[config.mk]
export PLATFORM = sky130hd
export DESIGN_NAME = sect_erase_batcher
export DESIGN_NICKNAME = d
export VERILOG_FILES = /design/src/rtl/sect_erase_pkg.sv /design/src/rtl/sect_onehot_dec.sv /design/src/rtl/sect_window_timer.sv /design/src/rtl/sect_erase_batcher.sv
export SDC_FILE = /design/constraint.sdc
export NUM_CORES = 1
export LEC_CHECK = 0
export BUFFER_PORTS_ARGS = -buffer_cell sky130_fd_sc_hd__buf_2
export CORE_MARGIN = 5
export CORE_UTILIZATION = 60
export DETAILED_ROUTE_END_ITERATION = 16
export GPL_ROUTABILITY_DRIVEN = 0
export PLACE_DENSITY = 0.82
export SYNTH_ARGS = -nofsm -noshare
export SYNTH_HDL_FRONTEND = slang
export SYNTH_SLANG_ARGS = --single-unit
[constraint.sdc]
create_clock -name clk -period 4 [get_ports clk]
set_input_delay 0 -clock clk [delete_from_list [all_inputs] [get_ports clk]]
set_output_delay 0 -clock clk [all_outputs]
set_load 0.01 [all_outputs]
[src/rtl/sect_erase_pkg.sv]
package sect_erase_pkg;

    typedef enum logic [1:0] {
        ST_IDLE    = 2'd0,
        ST_COLLECT = 2'd1,
        ST_LOCKED  = 2'd2,
        ST_HELD    = 2'd3
    } batch_state_e;

endpackage

[src/rtl/sect_onehot_dec.sv]
module sect_onehot_dec #(
    parameter int NUM_SECTORS = 8,
    parameter int IDX_W       = 3
) (
    input  logic [IDX_W-1:0]       idx_i,
    output logic [NUM_SECTORS-1:0] onehot_o
);

    for (genvar g = 0; g < NUM_SECTORS; g++) begin : g_bit
        assign onehot_o[g] = (idx_i == IDX_W'(g));
    end

endmodule

[src/rtl/sect_window_timer.sv]
module sect_window_timer #(
    parameter int WINDOW_CYCLES = 12500
) (
    input  logic clk,
    input  logic rst_n,
    input  logic load_i,
    input  logic run_i,
    output logic zero_o
);

    localparam int CNT_W = $clog2(WINDOW_CYCLES + 1);
    localparam logic [CNT_W-1:0] RELOAD = CNT_W'(WINDOW_CYCLES - 1);

    logic [CNT_W-1:0] cnt_d, cnt_q;

    always_comb begin
        cnt_d = cnt_q;
        if (load_i) begin
            cnt_d = RELOAD;
        end else if (run_i && (cnt_q != '0)) begin
            cnt_d = cnt_q - 1'b1;
        end
    end

    always_ff @(posedge clk or negedge rst_n) begin
        if (!rst_n) begin
            cnt_q <= '0;
        end else begin
            cnt_q <= cnt_d;
        end
    end

    assign zero_o = (cnt_q == '0);

endmodule

[src/rtl/sect_erase_batcher.sv]
module sect_erase_batcher
    import sect_erase_pkg::*;
#(
    parameter  int NUM_SECTORS   = 8,
    parameter  int WINDOW_CYCLES = 12500,
    localparam int IDX_W         = (NUM_SECTORS > 1) ? $clog2(NUM_SECTORS) : 1
) (
    input  logic                   clk,
    input  logic                   rst_n,
    input  logic                   sec_cmd_i,
    input  logic [IDX_W-1:0]       sec_idx_i,
    input  logic                   chip_cmd_i,
    input  logic                   susp_cmd_i,
    input  logic                   resume_cmd_i,
    input  logic                   other_cmd_i,
    input  logic                   erase_done_i,
    output logic                   erasing_o,
    output logic [NUM_SECTORS-1:0] sel_mask_o,
    output logic                   start_pulse_o,
    output logic                   cmd_reject_o,
    output logic                   suspended_o
);

    typedef struct packed {
        batch_state_e           state;
        logic [NUM_SECTORS-1:0] mask;
        logic                   start;
        logic                   reject;
    } ctl_t;

    ctl_t                   ctl_d, ctl_q;
    logic [NUM_SECTORS-1:0] sec_onehot;
    logic                   win_load;
    logic                   win_zero;

    sect_onehot_dec #(
        .NUM_SECTORS (NUM_SECTORS),
        .IDX_W       (IDX_W)
    ) dec_i (
        .idx_i    (sec_idx_i),
        .onehot_o (sec_onehot)
    );

    sect_window_timer #(
        .WINDOW_CYCLES (WINDOW_CYCLES)
    ) timer_i (
        .clk    (clk),
        .rst_n  (rst_n),
        .load_i (win_load),
        .run_i  (ctl_q.state == ST_COLLECT),
        .zero_o (win_zero)
    );

    always_comb begin
        ctl_d        = ctl_q;
        ctl_d.start  = 1'b0;
        ctl_d.reject = 1'b0;
        win_load     = 1'b0;
        unique case (ctl_q.state)
            ST_IDLE: begin
                if (sec_cmd_i) begin
                    ctl_d.state = ST_COLLECT;
                    ctl_d.mask  = ctl_q.mask | sec_onehot;
                    win_load    = 1'b1;
                end else if (chip_cmd_i) begin
                    ctl_d.state = ST_LOCKED;
                    ctl_d.mask  = '1;
                    ctl_d.start = 1'b1;
                end
            end
            ST_COLLECT: begin
                ctl_d.reject = chip_cmd_i | other_cmd_i | susp_cmd_i | resume_cmd_i;
                if (sec_cmd_i) begin
                    ctl_d.mask = ctl_q.mask | sec_onehot;
                    win_load   = 1'b1;
                end else if (win_zero) begin
                    ctl_d.state = ST_LOCKED;
                    ctl_d.start = 1'b1;
                end
            end
            ST_LOCKED: begin
                if (erase_done_i) begin
                    ctl_d.state = ST_IDLE;
                    ctl_d.mask  = '0;
                end else begin
                    ctl_d.reject = sec_cmd_i | chip_cmd_i | other_cmd_i | resume_cmd_i;
                    if (susp_cmd_i) begin
                        ctl_d.state = ST_HELD;
                    end
                end
            end
            ST_HELD: begin
                ctl_d.reject = sec_cmd_i | chip_cmd_i | other_cmd_i | susp_cmd_i;
                if (resume_cmd_i) begin
                    ctl_d.state = ST_LOCKED;
                end
            end
            default: ctl_d.state = ST_IDLE;
        endcase
    end

    always_ff @(posedge clk or negedge rst_n) begin
        if (!rst_n) begin
            ctl_q <= '{state: ST_IDLE, mask: '0, start: 1'b0, reject: 1'b0};
        end else begin
            ctl_q <= ctl_d;
        end
    end

    assign erasing_o     = (ctl_q.state == ST_LOCKED) || (ctl_q.state == ST_HELD);
    assign suspended_o   = (ctl_q.state == ST_HELD);
    assign sel_mask_o    = ctl_q.mask;
    assign start_pulse_o = ctl_q.start;
    assign cmd_reject_o  = ctl_q.reject;

endmodule

==> results of run 1 <==
-- area by class of cell --
cell class              instances  area, um^2  share of cell area
repair buffers                 25         140              0.0820
flip-flops and latches         26         651               0.381
multi-input cells             126         818               0.479
well taps                      30        37.5              0.0220
inverters                       7        26.3              0.0154
clock buffers                   4        36.3              0.0212
-- cells in the mapped netlist (2+ instances only) --
library cell   n  area share
dfrtp_1       26        0.41
or4b_1         2       0.013
o31ai_1        4       0.019
buf_4          8       0.038
mux2_1         2       0.014
nor3_1         3      0.0095
nor4_1         2      0.0079
o21ai_1        6       0.019
nand2b_1       4       0.016
nand3_1        6       0.019
ha_1           6       0.047
nand2_1       12       0.028
a21oi_1       15       0.047
and3_1         2      0.0079
or3_1          5       0.020
clkbuf_1       3      0.0071
o21ai_0        9       0.028
nand3b_1       2      0.0095
o41ai_1        3       0.017
inv_1          7       0.017
nor2_1        18       0.043
nor3b_1        2      0.0095
-- routing by layer --
metal,GRT usage,share of wire,vias up
met4,0.0576,0.011,0
met5,0,0,-
met1,0.243,0.49,621
met3,0.0461,0.038,4
li1,-,-,653
met2,0.296,0.46,25
-- cell usage in the layout, fill, tap and decap left out, types with 3 or more instances in the layout --
cell type      netlist  layout
a21oi_1             15      15
buf_2                1      22
clkbuf_4             0       3
dfrtp_1             26      26
dlygate4sd3_1        0       3
ha_1                 6       6
inv_1                7       7
nand2_1             12      12
nand2b_1             4       4
nand3_1              6       6
nor2_1              18      18
nor3_1               3       3
o21ai_0              9       9
o21ai_1              6       6
o31ai_1              4       4
o41ai_1              3       3
or3_1                5       5
-- registers in the layout (all words and copies together) (netlist names) --
register	count
sel_mask_o	8
cmd_reject_o	1
ctl_q	2
timer_i.cnt_q	14
start_pulse_o	1
-- power by group through the flow --
stage	sequential (W)	clock [W]	combinational [W]
floorplan	0.000368	0	0.000355
global placement	0.000370	0	0.000421
global route	0.000378	0.000149	0.000493
finish	0.000370	0.000133	0.000438
detailed placement	0.000375	0	0.000432
CTS	0.000370	0.000137	0.000438
-- worst max-delay path, delay by kind of cell, from the launching register on --
kind                       cells  cell delay [ns]
and+or+nand+nor                2             0.79
buffers and inverters          1             0.08
adders and majority gates      1             0.21
muxes                          1             0.34
DFF                            1             0.43
AOI/OAI and AO/OA              1             0.49
-- path summary, 6_finish.rpt --
kind                                  startpoint               end  slack [ns]  cells past startpoint
worst max register to register  timer_i.cnt_q[0]         ctl_q[10]        1.56                      6
max in group asynchronous                  rst_n         ctl_q[10]        3.44                      2
min in group asynchronous                  rst_n  timer_i.cnt_q[9]        0.18                      2
worst min register to register     sel_mask_o[3]     sel_mask_o[3]        0.51                      2
worst max-delay path            timer_i.cnt_q[0]         ctl_q[10]        1.56                      6
worst min-delay path                erase_done_i      cmd_reject_o       0.005                      4
-- logic make-up after synthesis --
group,count (synthesis),synth area share
mux,3,0.0205
xor+xnor,1,0.00552
flops,26,0.410
buf+inv,21,0.0741
fa+ha+maj,6,0.0473
compound gates,48,0.206
simple gates,68,0.237
-- metrics by stage --
stage | total power [W] | hold WS (ns) | setup slack (ns) | std cells | utilization
after global placement | 0.000791 | 0.0194 | 1.66 | 211 | 0.657
after CTS | 0.000944 | 0.00683 | 1.55 | 218 | 0.684
after global routing | 0.00102 | 0.0318 | 1.35 | 218 | 0.684
after floorplan | 0.000723 | -0.296 | 1.73 | 173 | -
final | 0.000941 | 0.00488 | 1.56 | 218 | 0.684
after detailed placement | 0.000807 | 0.0260 | 1.58 | 211 | 0.657
==> results.txt, run 1 <==
share of cells above drive strength 1 - 0.176
Tcrit/Tclk final - 0.611
Initial Utilization - 0.635
Mapped Area - 1590 um^2
Worst path slowest cell - or4b_1
CTS Root Cell - clkbuf_4
YS warnings - 0
DIE AREA - 3770 um^2
syn_nets - 190
unrepaired setup endpoints after global routing - false
part of the power in registers - 0.393
Design Area, Final - 1710 um^2
number of diodes - 0
Nets - 206
P_int - 0.000558 W
HPWL Detailed - 2310 um
Layout Skew - 0.00798 ns
WL per Instance - 14.2 um
sequential share of the synthesized area - 0.410
largest net degree at the start of global routing - 27
f_max - 409 MHz
Total GRT Usage - 0.183
sw power - 0.000383 W
Synth-to-Final Area Change - 7.73%
worst vdd ir - 0.000400 V
Synth cell types - 48
Yosys reg bits - 26
setup repair bufs after CTS - 0
Arr. time, crit path - 2.66 ns
Max Cap Viol - 0
Combinational Power Share - 0.465
die height - 61.4 um
cells after synthesis - 173
Final setup viols - 0
first-pass GRT wire length - 5220 um
Clock power frac - 0.142
CP Class - reg -> reg
Core Box Area - 2500 um^2
Slew Limit Headroom - 0.385
Final Hold Viols - 0
Chip Width - 61.4 um
TNS Setup - 0 ns
Worst Hold Class - in -> reg
syn_area_per_cell - 9.17 um^2
critical path peak fanout - 5
post-route minimum period - 2.44 ns
vias - 1,303
worst slew pin tran - 0.921 ns
power per standard cell area - 551 nW/um^2
status - complete, no violations
FP Rows - 18
CTS Buf Count - 3
ys async rst share - 1.00
Clk pin slew, worst setup/hold paths - 0.14 ns
Leakage Power - 0.754 nW
I/O Buffers - 22
DRC errors left - 0
Max clock buf depth - 2
CP peak stage delay - 0.56 ns
placed cell area - 1640 um^2
startpoint types - flop
worst path cell trace - inv_1 > ha_1 > or4b_1 > o41a_1 > nor3_2 > mux2_1
# IOs - 23
initial drt markers - 66
Slew Limit Fails - 0
ys flop type - dfrtp_1
Resize count post-CTS - 0
H-tree levels - 1
fillers - 198
clk sinks - 26
CTS tree - built
grt ovf - 0
DR vias/cell - 5.98
Post-synth EDFFs - 0
Worst-Skew Late Latency - 0.32 ns
Detailed Routing Iterations Pass 1 - 4
WP data required - 4.22 ns
switch share - 0.407
number of global-route vias before repair - 1,239
Routed Antenna Nets - 0
Post-CTS Hold Buffers - 3
CP Capture Type - flop
initial antenna violation count - 0
Routed WL - 3100 um
(Power assumes the default switching activity.)
==> inputs of run 2 (changes only) <==
--- a/config.mk
+++ b/config.mk
@@ -7,10 +7,10 @@
 export LEC_CHECK = 0
 export BUFFER_PORTS_ARGS = -buffer_cell sky130_fd_sc_hd__buf_2
 export CORE_MARGIN = 5
-export CORE_UTILIZATION = 60
+export CORE_UTILIZATION = 56
 export DETAILED_ROUTE_END_ITERATION = 16
 export GPL_ROUTABILITY_DRIVEN = 0
-export PLACE_DENSITY = 0.82
+export PLACE_DENSITY = 0.77
 export SYNTH_ARGS = -nofsm -noshare
 export SYNTH_HDL_FRONTEND = slang
 export SYNTH_SLANG_ARGS = --single-unit
==> constraint.sdc (replaced) <==
create_clock -name clk -period 2.55 [get_ports clk]
set_input_delay 0 -clock clk [delete_from_list [all_inputs] [get_ports clk]]
set_output_delay 0 -clock clk [all_outputs]
set_load 0.01 [all_outputs]
==> run 2 against run 1 <==
Effect of this change: worst setup slack lost 1.3 ns; critical path type unchanged; die area grew 6.0%; cell area grew 3.0%; fmax grew 4.9%; register-to-register slack lost 1.3 ns; global-route usage shrank 2.0 points; worst hold slack gained 0.017 ns; clock-buffer cell count is the same; critical path depth is the same; sequential power grew 57%.
==> results.txt, run 2 (synthesis gave the netlist of run 1 again) <==
placed cell count - 216 (+2.4%)
Final setup viols - 0 (unchanged)
DIE AREA - 4000 um^2 (+6.0%)
Slew Limit Fails - 0 (unchanged)
Worst Hold Class - in -> reg
placed cell area - 1670 um^2 (+1.9%)
setup repair bufs after CTS - 0 (unchanged)
final cell count without fillers - 225 (+3.2%)
Pwr Total - 0.00149 W (+59%)
most frequent cells in the layout - dfrtp_1, buf_2, nor2_1
Clk pin slew, worst setup/hold paths - 0.14 ns (about the same)
Slew Limit Headroom - 0.524 (+0.139)
Max clock buf depth - 2 (unchanged)
initial drt markers - 90 (+36%)
Worst Setup SP - timer_i.cnt_q[0]
CP Capture Type - flop
worst path cell trace - inv_1 > ha_1 > or4b_1 > o41a_1 > nor3_2 > mux2_1
post-route minimum period - 2.33 ns (-0.115 ns)
WL per Instance - 14.3 um (+0.17%)
most common cell after layout, fill and taps aside - dfrtp_1
startpoint types - flop
Leakage Power - 0.779 nW (+3.4%)
Worst Setup EP - ctl_q[11]
CP Class - reg -> reg
WP data required - 2.76 ns (-1.46 ns)
Final Hold Viols - 0 (unchanged)
power per standard cell area - 849 nW/um^2 (+54%)
Design Area, Final - 1760 um^2 (+3.0%)
Synth-to-Final Area Change - 11.0%
worst slew pin tran - 0.709 ns (-0.212 ns)
share of cells above drive strength 1 - 0.191 (+0.0152)
H-tree levels - 1 (unchanged)
DRC errors left - 0 (unchanged)
Core Box Area - 2730 um^2 (+9.4%)
CTS tree - built
Routed Antenna Nets - 0 (unchanged)
f_max - 429 MHz (+4.9%)
CP delay by family, top - simple AND/OR/NAND/NOR gates
Chip Width - 63.2 um (+2.9%)
CP Depth - 6 (unchanged)
fin util - 0.644 (-0.0397)
Reg with most FFs - timer_i.cnt_q
I/O Buffers - 22 (unchanged)
# IOs - 23 (unchanged)
Routed WL - 3210 um (+3.4%)
status - complete, no violations
fillers - 235 (+19%)
largest net degree at the start of global routing - 27 (unchanged)
critical path peak fanout - 5 (unchanged)
register area - 651 um^2 (unchanged)
Max Cap Viol - 0 (unchanged)
Tcrit/Tclk final - 0.913 (+0.302)
R2R Path Start - timer_i.cnt_q[0]
number of global-route vias before repair - 1,237 (-0.16%)
Arr. time, crit path - 2.54 ns (-0.12 ns)
max FFs per register - 14 (unchanged)
Worst-Skew Late Latency - 0.31 ns (about the same)
number of diodes - 0 (unchanged)
worst path buffer plus inverter count - 1 (unchanged)
vias - 1,345 (+3.2%)
CTS Buf Count - 3 (unchanged)
grt ovf - 0 (unchanged)
initial antenna violation count - 0 (unchanged)
Nets - 212 (+2.9%)
Layout Skew - 0.00342 ns (-0.00456 ns)
r2r endpoint - ctl_q[11]
FF-to-FF setup slack - 0.22 ns (-1.34 ns)
CTS Root Cell - clkbuf_4
FP Rows - 19 (+1)
DR vias/cell - 5.98 (about the same)
unrepaired setup endpoints after global routing - false
worst vdd ir - 0.000759 V (+90%)
clk sinks - 26 (unchanged)
Worst path slowest cell - or4b_1
Total GRT Usage - 0.163 (-0.0204)
die height - 63.2 um (+2.9%)
Detailed Routing Iterations Pass 1 - 4 (unchanged)
first-pass GRT wire length - 5510 um (+5.4%)
area of the multi-input gates - 818 um^2 (unchanged)
Initial Utilization - 0.580 (-0.0543)
TNS Setup - 0 ns (unchanged)
CP peak stage delay - 0.47 ns (-0.09 ns)
HPWL Detailed - 2390 um (+3.4%)
FF-to-FF path depth - 6 (unchanged)
run 2: area by class of cell:
class | instances | share of cell area
Clock buffer | 4 | 0.0206
Timing Repair Buffer | 31 | 0.108
Inverter | 7 | 0.0149
Sequential cell | 26 | 0.370
Multi-Input combinational cell | 126 | 0.465
Tap cell | 31 | 0.0220
run 2: per-stage QoR:
step / hold slack, ns / setup WS (ns)
floorplan: -0.296 / 0.280
global placement: 0.0180 / 0.308
detailed placement: 0.0297 / 0.246
CTS: 0.0118 / 0.226
global route: 0.0166 / 0.109
finish: 0.0220 / 0.221
run 2: routing by layer:
layer / GRT usage / routed length [um] / part of all wire / vias up
li1: - / - / - / 664
met1: 0.218 / 1500 / 0.47 / 649
met2: 0.276 / 1550 / 0.48 / 27
met3: 0.0302 / 136 / 0.042 / 5
met4: 0.0312 / 16 / 0.0050 / 0
met5: 0 / 0 / 0 / -
run 2: worst min path at each step:
stage | from | end | slack, ns | cells past startpoint
floorplan | rst_n | cmd_reject_o | -0.30 | 0
global placement | rst_n | timer_i.cnt_q[9] | 0.02 | 1
detailed placement | rst_n | timer_i.cnt_q[9] | 0.03 | 1
CTS | susp_cmd_i | cmd_reject_o | 0.01 | 3
global route | resume_cmd_i | cmd_reject_o | 0.02 | 3
finish | susp_cmd_i | cmd_reject_o | 0.02 | 3
run 2: repair_timing:
action                                 in CTS  in global routing
endpoints found under the hold margin      28                  0
setup endpoints to repair                   0                  0
hold buffers                                5                  0
gates resized for setup                     0                  0
run 2: worst register-to-register path, cell delays in order (launching register included):
cell and delay (ns):
dfrtp_1 0.43, inv_1 0.09, ha_1 0.22, or4b_1 0.47
o41a_1 0.45, nor3_2 0.23, mux2_1 0.34
run 2: power breakdown:
group / switching [W] / leakage (nW) / total (W) / internal (W)
registers: 0.0000699 / 0.317 / 0.000580 / 0.000510
logic: 0.000409 / 0.441 / 0.000710 / 0.000302
clock network: 0.000117 / 0.0210 / 0.000204 / 0.0000872
total: 0.000596 / 0.779 / 0.00149 / 0.000899
